### src/rtl/sertx_pkg.sv
package sertx_pkg;

  typedef enum logic [3:0] {
    ST_STANDBY,
    ST_START,
    ST_DATA,
    ST_ADDR,
    ST_PAR,
    ST_STOP,
    ST_STOP_A,
    ST_STOP_B,
    ST_IDLE_START,
    ST_IDLE_CNT,
    ST_IDLE_STOP
  } txState_e;

  typedef enum logic [2:0] {
    LN_HIGH,
    LN_LOW,
    LN_DATA,
    LN_ADDR,
    LN_PAR
  } lineSel_e;

  // strobes from the sequencer to the datapath
  typedef struct packed {
    logic     load;      // buffer -> shifter transfer
    logic     shift;     // advance the shifter one bit
    logic     lineUpd;   // drive a new value on the line
    lineSel_e lineSel;   // what to drive
    logic     frameDone; // last stop bit has ended
  } txCtl_t;

endpackage

### src/rtl/sertx_control.sv
module sertx_control
  import sertx_pkg::*;
#(
  parameter int DIV_W  = 3,
  parameter int LEN_W  = 3,
  parameter int IDLE_W = 3
) (
  input  logic             clk,
  input  logic             rstN,
  input  logic             baudTick,
  input  logic [LEN_W-1:0] cfgCharLen,
  input  logic             cfgParityEn,
  input  logic             cfgTwoStop,
  input  logic             cfgIdleMode,
  input  logic             bufFull,
  input  logic             pendWake,
  output txCtl_t           ctl
);

  localparam int CNT_W = LEN_W + 1;
  localparam logic [DIV_W-1:0] DIV_LAST = '1;
  localparam logic [DIV_W-1:0] DIV_MID  = {1'b0, {(DIV_W-1){1'b1}}};

  txState_e          state, stateNxt;
  logic [DIV_W-1:0]  divCnt;
  logic [CNT_W-1:0]  bitCnt;
  logic [IDLE_W-1:0] idleCnt;
  logic running, workPulse, endPulse, charReached, idleReached;

  assign running     = (state != ST_STANDBY);
  assign workPulse   = running && baudTick && (divCnt == DIV_MID);
  assign endPulse    = running && baudTick && (divCnt == DIV_LAST);
  assign charReached = (bitCnt == ({1'b0, cfgCharLen} + CNT_W'(1)));
  assign idleReached = (idleCnt == '1);

  function automatic lineSel_e lineFor(input txState_e s);
    case (s)
      ST_START: lineFor = LN_LOW;
      ST_DATA:  lineFor = LN_DATA;
      ST_ADDR:  lineFor = LN_ADDR;
      ST_PAR:   lineFor = LN_PAR;
      default:  lineFor = LN_HIGH;
    endcase
  endfunction

  txState_e stopFirst, afterAddr, afterData;
  assign stopFirst = cfgTwoStop ? ST_STOP_A : ST_STOP;
  assign afterAddr = cfgParityEn ? ST_PAR : stopFirst;
  assign afterData = cfgIdleMode ? afterAddr : ST_ADDR;

  always_comb begin
    stateNxt      = state;
    ctl           = '0;
    ctl.lineSel   = LN_HIGH;
    ctl.shift     = workPulse && (state == ST_DATA);
    if (state == ST_STANDBY) begin
      if (bufFull) begin
        ctl.load    = 1'b1;
        stateNxt    = (cfgIdleMode && pendWake) ? ST_IDLE_START : ST_START;
        ctl.lineUpd = 1'b1;
        ctl.lineSel = lineFor(stateNxt);
      end
    end else if (endPulse) begin
      case (state)
        ST_START:      stateNxt = ST_DATA;
        ST_DATA:       stateNxt = charReached ? afterData : ST_DATA;
        ST_ADDR:       stateNxt = afterAddr;
        ST_PAR:        stateNxt = stopFirst;
        ST_STOP_A:     stateNxt = ST_STOP_B;
        ST_IDLE_START: stateNxt = ST_IDLE_CNT;
        ST_IDLE_CNT:   stateNxt = idleReached ? ST_IDLE_STOP : ST_IDLE_CNT;
        ST_IDLE_STOP:  stateNxt = ST_START;
        default: begin
          stateNxt      = ST_STANDBY;
          ctl.frameDone = 1'b1;
        end
      endcase
      ctl.lineUpd = 1'b1;
      ctl.lineSel = lineFor(stateNxt);
    end
  end

  always_ff @(posedge clk) begin
    if (!rstN) begin
      state   <= ST_STANDBY;
      divCnt  <= '0;
      bitCnt  <= '0;
      idleCnt <= '0;
    end else begin
      state <= stateNxt;
      if (state == ST_STANDBY) divCnt <= '0;
      else if (baudTick)       divCnt <= divCnt + DIV_W'(1);
      if (state != ST_DATA)    bitCnt <= '0;
      else if (workPulse)      bitCnt <= bitCnt + CNT_W'(1);
      if (state != ST_IDLE_CNT) idleCnt <= '0;
      else if (endPulse)        idleCnt <= idleCnt + IDLE_W'(1);
    end
  end

  // the data-bit count never runs past the programmed length
  p_bitcnt_bound_r4: assert property (@(posedge clk) disable iff (!rstN)
    state == ST_DATA |-> bitCnt <= ({1'b0, cfgCharLen} + CNT_W'(1)));

  // every bit period starts from a cleared divider
  p_div_fresh_r3: assert property (@(posedge clk) disable iff (!rstN)
    (running && $past(state) == ST_STANDBY) |-> divCnt == '0);

  // a parity slot is only visited with parity enabled
  p_par_state_r6: assert property (@(posedge clk) disable iff (!rstN)
    state == ST_PAR |-> cfgParityEn);

  // the address slot exists only in address-bit mode
  p_addr_state_r7: assert property (@(posedge clk) disable iff (!rstN)
    state == ST_ADDR |-> !cfgIdleMode);

  // the idle preamble is entered only in idle-line mode
  p_idle_entry_r8: assert property (@(posedge clk) disable iff (!rstN)
    (state == ST_IDLE_START && $past(state) == ST_STANDBY) |-> cfgIdleMode);

endmodule

### src/rtl/sertx_datapath.sv
module sertx_datapath
  import sertx_pkg::*;
#(
  parameter int DATA_W = 8,
  parameter int LEN_W  = 3
) (
  input  logic              clk,
  input  logic              rstN,
  input  logic              wrEn,
  input  logic [DATA_W-1:0] wrData,
  input  logic              wrWake,
  input  logic [LEN_W-1:0]  cfgCharLen,
  input  logic              cfgParityOdd,
  input  logic              cfgIdleMode,
  input  txCtl_t            ctl,
  output logic              bufFull,
  output logic              pendWake,
  output logic              txd,
  output logic              txRdy,
  output logic              txEmpty
);

  logic [DATA_W-1:0] bufData, shiftReg, charMask;
  logic bufWake, wut, parBit, acceptWr, nextPar;

  assign acceptWr = wrEn && !bufFull;
  assign txRdy    = !bufFull;
  assign pendWake = bufWake;

  always_comb begin
    for (int i = 0; i < DATA_W; i++) charMask[i] = (i <= int'(cfgCharLen));
  end

  assign nextPar = (^(bufData & charMask)) ^ (!cfgIdleMode && bufWake) ^ cfgParityOdd;

  always_ff @(posedge clk) begin
    if (!rstN) begin
      bufData  <= '0;
      bufWake  <= 1'b0;
      bufFull  <= 1'b0;
      shiftReg <= '0;
      wut      <= 1'b0;
      parBit   <= 1'b0;
      txd      <= 1'b1;
      txEmpty  <= 1'b1;
    end else begin
      if (acceptWr) begin
        bufData <= wrData;
        bufWake <= wrWake;
        bufFull <= 1'b1;
      end else if (ctl.load) begin
        bufFull <= 1'b0;
      end
      if (ctl.load) begin
        shiftReg <= bufData & charMask;
        wut      <= bufWake;
        parBit   <= nextPar;
      end else if (ctl.shift) begin
        shiftReg <= shiftReg >> 1;
      end
      if (acceptWr)                       txEmpty <= 1'b0;
      else if (ctl.frameDone && !bufFull) txEmpty <= 1'b1;
      if (ctl.lineUpd) begin
        case (ctl.lineSel)
          LN_LOW:  txd <= 1'b0;
          LN_DATA: txd <= shiftReg[0];
          LN_ADDR: txd <= wut;
          LN_PAR:  txd <= parBit;
          default: txd <= 1'b1;
        endcase
      end
    end
  end

  // an accepted write blocks further writes and marks the block busy
  p_write_takes_r2: assert property (@(posedge clk) disable iff (!rstN)
    acceptWr |=> (!txRdy && !txEmpty));

  // a write into a full buffer leaves its contents alone
  p_full_write_ignored_r2: assert property (@(posedge clk) disable iff (!rstN)
    (wrEn && bufFull && !ctl.load) |=> ($stable(bufData) && $stable(bufWake)));

  // the buffer frees up right after the transfer
  p_load_frees_r10: assert property (@(posedge clk) disable iff (!rstN)
    ctl.load |=> txRdy);

  // empty only rises at the end of a frame
  p_empty_at_end_r11: assert property (@(posedge clk) disable iff (!rstN)
    $rose(txEmpty) |-> $past(ctl.frameDone));

  // an empty block has a free buffer and a high line
  p_empty_quiet_r11: assert property (@(posedge clk) disable iff (!rstN)
    txEmpty |-> (txRdy && txd));

endmodule

### src/rtl/sertx_frame_tx.sv
module sertx_frame_tx
  import sertx_pkg::*;
#(
  parameter int DATA_W = 8,
  parameter int DIV_W  = 3,
  parameter int IDLE_W = 3,
  localparam int LEN_W = $clog2(DATA_W)
) (
  input  logic              clk,
  input  logic              rstN,
  input  logic              baudTick,
  input  logic              wrEn,
  input  logic [DATA_W-1:0] wrData,
  input  logic              wrWake,
  input  logic [LEN_W-1:0]  cfgCharLen,
  input  logic              cfgParityEn,
  input  logic              cfgParityOdd,
  input  logic              cfgTwoStop,
  input  logic              cfgIdleMode,
  output logic              txd,
  output logic              txRdy,
  output logic              txEmpty
);

  txCtl_t ctl;
  logic   bufFull, pendWake;

  sertx_control #(.DIV_W(DIV_W), .LEN_W(LEN_W), .IDLE_W(IDLE_W)) u_ctl (
    .clk         (clk),
    .rstN        (rstN),
    .baudTick    (baudTick),
    .cfgCharLen  (cfgCharLen),
    .cfgParityEn (cfgParityEn),
    .cfgTwoStop  (cfgTwoStop),
    .cfgIdleMode (cfgIdleMode),
    .bufFull     (bufFull),
    .pendWake    (pendWake),
    .ctl         (ctl)
  );

  sertx_datapath #(.DATA_W(DATA_W), .LEN_W(LEN_W)) u_dp (
    .clk          (clk),
    .rstN         (rstN),
    .wrEn         (wrEn),
    .wrData       (wrData),
    .wrWake       (wrWake),
    .cfgCharLen   (cfgCharLen),
    .cfgParityOdd (cfgParityOdd),
    .cfgIdleMode  (cfgIdleMode),
    .ctl          (ctl),
    .bufFull      (bufFull),
    .pendWake     (pendWake),
    .txd          (txd),
    .txRdy        (txRdy),
    .txEmpty      (txEmpty)
  );

endmodule

### config.mk
export PLATFORM = sky130hd
export DESIGN_NAME = sertx_frame_tx
export DESIGN_NICKNAME = d
export VERILOG_FILES = /design/src/rtl/sertx_pkg.sv /design/src/rtl/sertx_control.sv /design/src/rtl/sertx_datapath.sv /design/src/rtl/sertx_frame_tx.sv
export SDC_FILE = /design/constraint.sdc
export NUM_CORES = 1
export LEC_CHECK = 0
export CORE_UTILIZATION = 45
export DETAILED_ROUTE_END_ITERATION = 8
export DONT_BUFFER_PORTS = 1
export MAX_ROUTING_LAYER = met4
export PLACE_DENSITY = 0.56
export SLEW_MARGIN = 10
export SYNTH_ARGS = -nofsm -noshare
export SYNTH_HDL_FRONTEND = slang
export SYNTH_SLANG_ARGS = --single-unit
### constraint.sdc
create_clock -name clk -period 2.6 [get_ports clk]
set_input_delay 0.52 -clock clk [delete_from_list [all_inputs] [get_ports clk]]
set_output_delay 0.52 -clock clk [all_outputs]
set_load 0.02 [all_outputs]
==> results of run 1 <==
==> cell usage after synthesis (2+ instances only) <==
library cell / number
xor2_1: 5
dfxtp_1: 36
buf_4: 2
o21ai_1: 2
clkbuf_1: 7
o211ai_1: 6
nand3b_1: 2
nand3_2: 3
nand3_1: 4
nor2_1: 14
o311ai_2: 2
and2_1: 6
o211a_1: 8
mux2i_1: 5
ha_1: 9
buf_6: 6
a21o_1: 2
nand2_1: 47
inv_2: 2
nor3_1: 3
o21ai_0: 15
inv_1: 6
nor3b_1: 3
nor2b_1: 3
a21boi_0: 11
a21oi_1: 7
xnor2_1: 13
nand4_1: 4
a211oi_1: 2
buf_2: 2
==> power by group through the flow <==
stage	combinational [mW]	clock [mW]	sequential [mW]
5_1_grt	0.192	0.460	0.615
3_3_place_gp	0.170	0	0.624
2_1_floorplan	0.164	0	0.613
3_5_place_dp	0.169	0	0.624
4_1_cts	0.170	0.436	0.611
6_report	0.169	0.425	0.611
==> metal layers <==
layer / GRT usage / part of all wire / up-vias
li1: - / - / 880
met1: 0.265 / 0.53 / 753
met4: 0.0915 / 0.019 / 0
met3: 0.0306 / 0.022 / 7
met5: - / 0 / -
met2: 0.290 / 0.43 / 18
==> flip-flops by register name, summed over array words and instances, names as in the netlist <==
signal         cells
u_dp.txd           1
u_ctl.idleCnt      3
u_dp.bufData       8
u_dp.pendWake      1
u_ctl.bitCnt       4
u_dp.parBit        1
u_ctl.state        4
u_dp.bufFull       1
u_dp.txEmpty       1
u_dp.wut           1
u_ctl.divCnt       3
u_dp.shiftReg      8
==> worst reg2reg max path, cell delays in order, from the launching register on <==
cell and delay [ns]:
dfxtp_1 0.77, and4bb_1 0.26, a31oi_1 0.17, o311ai_2 0.17, a2111oi_4 0.33, mux2i_1 0.26
o221ai_2 0.10
==> cell usage in the layout (no fill, tap or decap), drive strengths merged, types with 2 or more instances in the layout <==
cell | Yosys | routed
nand2 | 47 | 47
dfxtp | 36 | 36
o21ai | 17 | 17
nor2 | 14 | 14
xnor2 | 13 | 13
a21boi | 11 | 11
ha | 9 | 9
o211a | 8 | 8
inv | 8 | 8
a21oi | 7 | 7
clkbuf | 7 | 7
nand3 | 7 | 7
and2 | 6 | 6
o211ai | 6 | 6
mux2i | 5 | 5
xor2 | 5 | 5
nand4 | 4 | 4
nor3 | 3 | 3
nor3b | 3 | 3
nor2b | 3 | 3
buf | 10 | 3
o311ai | 3 | 3
a21o | 3 | 3
nand3b | 2 | 2
a211oi | 2 | 2
a2111oi | 2 | 2
==> logic make-up after synthesis <==
kind of cell / after synthesis / share of synthesized area
compound gates: 67 / 0.237
xor+xnor: 18 / 0.0714
fa+ha+maj: 9 / 0.0510
buf+inv: 25 / 0.0674
flops: 36 / 0.326
mux: 5 / 0.0227
simple gates: 95 / 0.224
==> worst max-delay path by stage <==
| stage | to | slack, ns | depth (start not counted) | start |
|---|---|---|---|---|
| floorplan | u_dp.txd$_SDFFE_PN1P_ | 0.26 | 9 | cfgCharLen[0] |
| global placement | u_dp.txd$_SDFFE_PN1P_ | 0.25 | 7 | cfgCharLen[0] |
| detailed placement | u_dp.txd$_SDFFE_PN1P_ | 0.19 | 7 | cfgCharLen[0] |
| CTS | u_dp.txd$_SDFFE_PN1P_ | 0.44 | 6 | u_ctl.state[2]$_SDFFE_PN0P_ |
| global route | u_dp.shiftReg[1]$_SDFFE_PN0P_ | 0.32 | 6 | u_ctl.state[2]$_SDFFE_PN0P_ |
| finish | u_dp.txd$_SDFFE_PN1P_ | 0.44 | 6 | u_ctl.state[2]$_SDFFE_PN0P_ |
==> cell type report <==
cell class,instances,share of cell area
Clock inverter,1,0.00328
Sequential cell,36,0.315
Multi-Input combinational cell,194,0.585
Clock buffer,7,0.0377
Tap cell,67,0.0366
Inverter,8,0.0131
Timing Repair Buffer,3,0.00984
==> metrics.md, run 1 <==
| Metric | Value |
|---|---|
| Die Wd | `72.1 um` |
| Overflow after GRT | `0` |
| Ant diodes | `0` |
| Status | `completed` |
| Crit path max-delay cell type | `dfxtp_1` |
| ANT nets after route | `0` |
| Initial Util | `0.468` |
| DP HPWL | `3160 um` |
| Hold worst-path end | `u_dp.txEmpty$_SDFFE_PN1P_` |
| Psw | `0.330 mW` |
| Area grow syn2layout | `3.68%` |
| DIE AREA | `0.00519 mm2` |
| Final critical-path setup slack | `0.439 ns` |
| Total core area | `0.00472 mm2` |
| WHS | `0.288 ns` |
| # hold bufs at CTS | `0` |
| Dominant cells by area after synthesis | `dfxtp_1 (33%), nand2_1 (8.0%), xnor2_1 (5.2%)` |
| Initial antenna violation count | `0` |
| Leak Pwr | `0.899 nW` |
| Setup WS pre-CTS | `0.193 ns` |
| Comb pwr share | `0.140` |
| Net Sw Frac | `0.274` |
| Max VDD drop | `0.298 mV` |
| RSZ-0062 raised after global routing | `false` |
| Root Buffer | `clkbuf_8` |
| Share of cells above drive strength 1 | `0.0924` |
| Int Power | `0.875 mW` |
| Sequential area share after synthesis | `0.326` |
| First DRT Iteration DRCs | `140` |
| HP Class | `in2reg` |
| Worst-Margin Slew | `0.692 ns` |
| Reg2reg end | `u_dp.txd$_SDFFE_PN1P_` |
| First-pass GRT wire length | `7690 um` |
| Critical path's largest stage delay | `0.77 ns` |
| Synthesized Nets | `284` |
| Avg Cell Area, Syn | `8.66 um2` |
| Flops & latches, synth | `36` |
| DR vias | `1,658` |
| Final hold viol count | `0` |
| Crit path DAT | `2.34 ns` |
| Post-CTS Setup Inserts | `0` |
| Worst hold start | `rstN` |
| Reg area | `721 um2` |
| Total Wirelength | `4460 um` |
| Critical Path Sink Type | `register` |
| Reg2Reg Depth | `6` |
| Largest delay share family, worst path | `flip-flops` |
| # fillers | `488` |
| Synth Instances | `255` |
| H-tree depth | `2` |
| Post-synth top area share | `0.326` |
| Setup crit start kind | `register` |
| Sink Count | `36` |
| Max-cap violations | `0` |
| DRC viols | `0` |
| Main synth FF type | `dfxtp_1` |
| Setup Skew | `0.00883 ns` |
| Clock Latency Late Sink | `0.29 ns` |
| Post-CTS resize count | `0` |
| Cell Chain, Critical Path | `and4bb_1 -> a31oi_1 -> o311ai_2 -> a2111oi_4 -> mux2i_1 -> o221ai_2` |
| Fin area | `0.00229 mm2` |
| Clock power frac | `0.353` |
| CTS tree | `yes` |
| Largest area contributor in the synthesized netlist | `dfxtp_1` |
| Crit path max fanout | `18` |
| Row count | `25` |
| Fin Setup TNS | `0 ns` |
| Post-Syn Area | `0.00221 mm2` |
| Pwr/cell area | `526 mW/mm2` |
| Final Core Density | `0.485` |
| Slew Limit Fails | `0` |
| Synth warn | `0` |
| Crit path buffers/inverters | `0` |
| Placer Congestion | `0.803` |
| Clock transition at the registers of the reported paths | `0.08 ns` |
| Inserted Clock Buffers | `5` |
| Number of enable flip-flop cells after synthesis | `0` |
| Max Buffers Root-to-Sink | `2` |
| Routed length per placed instance | `14.1 um` |
| Final Total Pwr | `1.20 mW` |
| FF-to-FF Start | `u_ctl.state[2]$_SDFFE_PN0P_` |
| Nets | `277` |
| Reg2Reg Setup Slack | `0.44 ns` |
| CP Class | `reg2reg` |
| Port-buffer cells | `0` |
| Vias/cell | `5.25` |
| Largest net degree at the start of global routing | `31` |
| Placed cell count | `308` |
| Relative slew margins | `0.538` |
| Fin crit share | `0.831` |
| Multi-input gate area | `0.00134 mm2` |
| Vias in the first global route | `1,595` |
| Finished Layout Cells | `316` |
| Reg power frac | `0.507` |
| Asr flop ratio synth | `0` |
| Final setup fails | `0` |
| Crit path time final | `2.16 ns` |
| Pre-antenna DRT Iters | `4` |
| Io pins | `23` |
| Top achievable clock speed | `463 MHz` |
| Overall Global Routing Usage | `0.197` |
| Req. time, crit path | `2.78 ns` |
| Yosys cell types | `48` |
| Hold depth | `1` |
| Die Y | `72.1 um` |
| Post-DP Area | `0.00220 mm2` |
Note: power is estimated with default switching activity, not from simulation.
==> inputs of run 2 (changes only) <==
--- a/config.mk
+++ b/config.mk
@@ -9,7 +9,7 @@
 export DETAILED_ROUTE_END_ITERATION = 8
 export DONT_BUFFER_PORTS = 1
 export MAX_ROUTING_LAYER = met4
-export PLACE_DENSITY = 0.56
+export PLACE_DENSITY = 0.58
 export SLEW_MARGIN = 10
 export SYNTH_ARGS = -nofsm -noshare
 export SYNTH_HDL_FRONTEND = slang
==> constraint.sdc (replaced) <==
create_clock -name clk -period 1.9 [get_ports clk]
set_input_delay 0.38 -clock clk [delete_from_list [all_inputs] [get_ports clk]]
set_output_delay 0.38 -clock clk [all_outputs]
set_load 0.02 [all_outputs]
==> metrics.md, run 2 (synthesized netlist as in run 1, its figures left out) <==
| Metric | Value |
|---|---|
| # hold bufs at CTS | `0 (unchanged)` |
| Fin area | `0.00254 mm2 (was 0.00229 mm2)` |
| Largest net degree at the start of global routing | `31 (unchanged)` |
| CTS tree | `yes (unchanged)` |
| Overflow after GRT | `0 (unchanged)` |
| Fin crit share | `0.958 (was 0.831)` |
| Inserted Clock Buffers | `5 (unchanged)` |
| Status | `completed (unchanged)` |
| Initial Util | `0.468 (unchanged)` |
| Placer Congestion | `0.863 (was 0.803)` |
| H-tree depth | `2 (unchanged)` |
| Vias/cell | `5.38 (was 5.25)` |
| Critical Path Sink Type | `register (unchanged)` |
| Max Buffers Root-to-Sink | `2 (unchanged)` |
| DIE AREA | `0.00519 mm2 (unchanged)` |
| CP Class | `reg2reg (unchanged)` |
| Final setup fails | `0 (unchanged)` |
| Most frequent cells in the layout | `nand2_1 (47), dfxtp_1 (33), buf_4 (23) (was nand2_1 (47), dfxtp_1 (36), o21ai_0 (15))` |
| Routed length per placed instance | `14.2 um (was 14.1 um)` |
| Crit path DAT | `1.99 ns (was 2.34 ns)` |
| Overall Global Routing Usage | `0.210 (was 0.197)` |
| Pre-antenna DRT Iters | `4 (unchanged)` |
| Leak Pwr | `1.01 nW (was 0.899 nW)` |
| Final hold viol count | `0 (unchanged)` |
| Placed cell count | `328 (was 308)` |
| Regs by FF count | `u_dp.bufData: 8 flops, u_dp.shiftReg: 8 flops (unchanged)` |
| Max VDD drop | `0.431 mV (was 0.298 mV)` |
| Die Y | `72.1 um (unchanged)` |
| Top achievable clock speed | `549 MHz (was 463 MHz)` |
| Io pins | `23 (unchanged)` |
| DR vias | `1,803 (was 1,658)` |
| Pwr/cell area | `668 mW/mm2 (was 526 mW/mm2)` |
| First-pass GRT wire length | `8260 um (was 7690 um)` |
| Setup Skew | `0.00303 ns (was 0.00883 ns)` |
| HP Class | `in2reg (unchanged)` |
| Relative slew margins | `0.721 (was 0.538)` |
| Area grow syn2layout | `15.1% (was 3.68%)` |
| Final Total Pwr | `1.70 mW (was 1.20 mW)` |
| Total Wirelength | `4770 um (was 4460 um)` |
| Commonest non-fill, non-tap cell in the layout | `nand2_1 (unchanged)` |
| Clock Latency Late Sink | `0.29 ns (about the same)` |
| Crit path time final | `1.82 ns (was 2.16 ns)` |
| Slew Limit Fails | `0 (unchanged)` |
| Root Buffer | `clkbuf_8 (unchanged)` |
| First DRT Iteration DRCs | `75 (was 140)` |
| Die Wd | `72.1 um (unchanged)` |
| Req. time, crit path | `2.07 ns (was 2.78 ns)` |
| Finished Layout Cells | `335 (was 316)` |
| Vias in the first global route | `1,741 (was 1,595)` |
| Max-cap violations | `0 (unchanged)` |
| Ant diodes | `0 (unchanged)` |
| Setup crit start kind | `register (unchanged)` |
| DRC viols | `0 (unchanged)` |
| Row count | `25 (unchanged)` |
| Total core area | `0.00472 mm2 (unchanged)` |
| ANT nets after route | `0 (unchanged)` |
| Post-CTS Setup Inserts | `0 (unchanged)` |
| Crit path max fanout | `3 (was 18)` |
| Share of cells above drive strength 1 | `0.213 (was 0.0924)` |
| Nets | `297 (was 277)` |
| Worst-Margin Slew | `0.414 ns (was 0.692 ns)` |
| Initial antenna violation count | `0 (unchanged)` |
| Clock transition at the registers of the reported paths | `0.07 ns (was 0.08 ns)` |
| Port-buffer cells | `0 (unchanged)` |
| Post-DP Area | `0.00238 mm2 (was 0.00220 mm2)` |
| Sink Count | `36 (unchanged)` |
| Fin Setup TNS | `0 ns (unchanged)` |
| DP HPWL | `3530 um (was 3160 um)` |
-- run 2: area by class of cell --
| cell class | count | area [um2] |
|---|---|---|
| timing repair buffer | 23 | 173 |
| fill | 458 | 2180 |
| clock buffer | 7 | 96.3 |
| multi-input combinational | 194 | 1430 |
| sequential | 36 | 724 |
| tap | 67 | 83.8 |
| inverter | 8 | 32.5 |
-- run 2: stage by stage --
step / hold WS [ns] / util / setup slack (ns)
floorplan: 0.437 / - / -0.133
global placement: 0.447 / 0.505 / -0.0791
detailed placement: 0.450 / 0.505 / -0.111
CTS: 0.144 / 0.527 / 0.0181
global route: 0.139 / 0.538 / -0.00638
finish: 0.150 / 0.538 / 0.0791
-- run 2: path summary, 6_finish.rpt --
check	startpoint	end	slack, ns	cells after the start
min	rstN	u_dp.txEmpty$_SDFFE_PN1P_	0.15	1
max reg2reg	u_ctl.idleCnt[0]$_SDFFE_PP0P_	u_dp.txd$_SDFFE_PN1P_	0.08	8
min reg2reg	u_dp.parBit$_SDFFE_PN0P_	u_dp.parBit$_SDFFE_PN0P_	0.47	2
max	u_ctl.idleCnt[0]$_SDFFE_PP0P_	u_dp.txd$_SDFFE_PN1P_	0.08	8
-- run 2: critical path, cell delays in order, from the launching register on --
cell       delay, ns
dfxtp_2         0.35
ha_4            0.14
ha_4            0.13
o21ai_0         0.07
nand3b_1        0.14
o311ai_4        0.15
a2111oi_4       0.36
mux2i_1         0.25
o221ai_2        0.10
-- run 2: layer usage --
metal / vias up / wire length (um) / global-route usage
met5: - / 0 / -
met4: 0 / 65 / 0.0719
met3: 6 / 205 / 0.0500
met2: 34 / 2120 / 0.319
met1: 842 / 2380 / 0.276
li1: 921 / - / -
-- run 2: power by group --
part	total [mW]	internal (mW)	switching [mW]
clock	0.592	0.323	0.269
combinational	0.275	0.136	0.139
sequential	0.830	0.795	0.0350
-- run 2: repair_timing --
item,CTS,global route
cloned,0,0
endpoints found under the setup margin,1,6
gates resized for setup,1,11
pin swaps,2,3
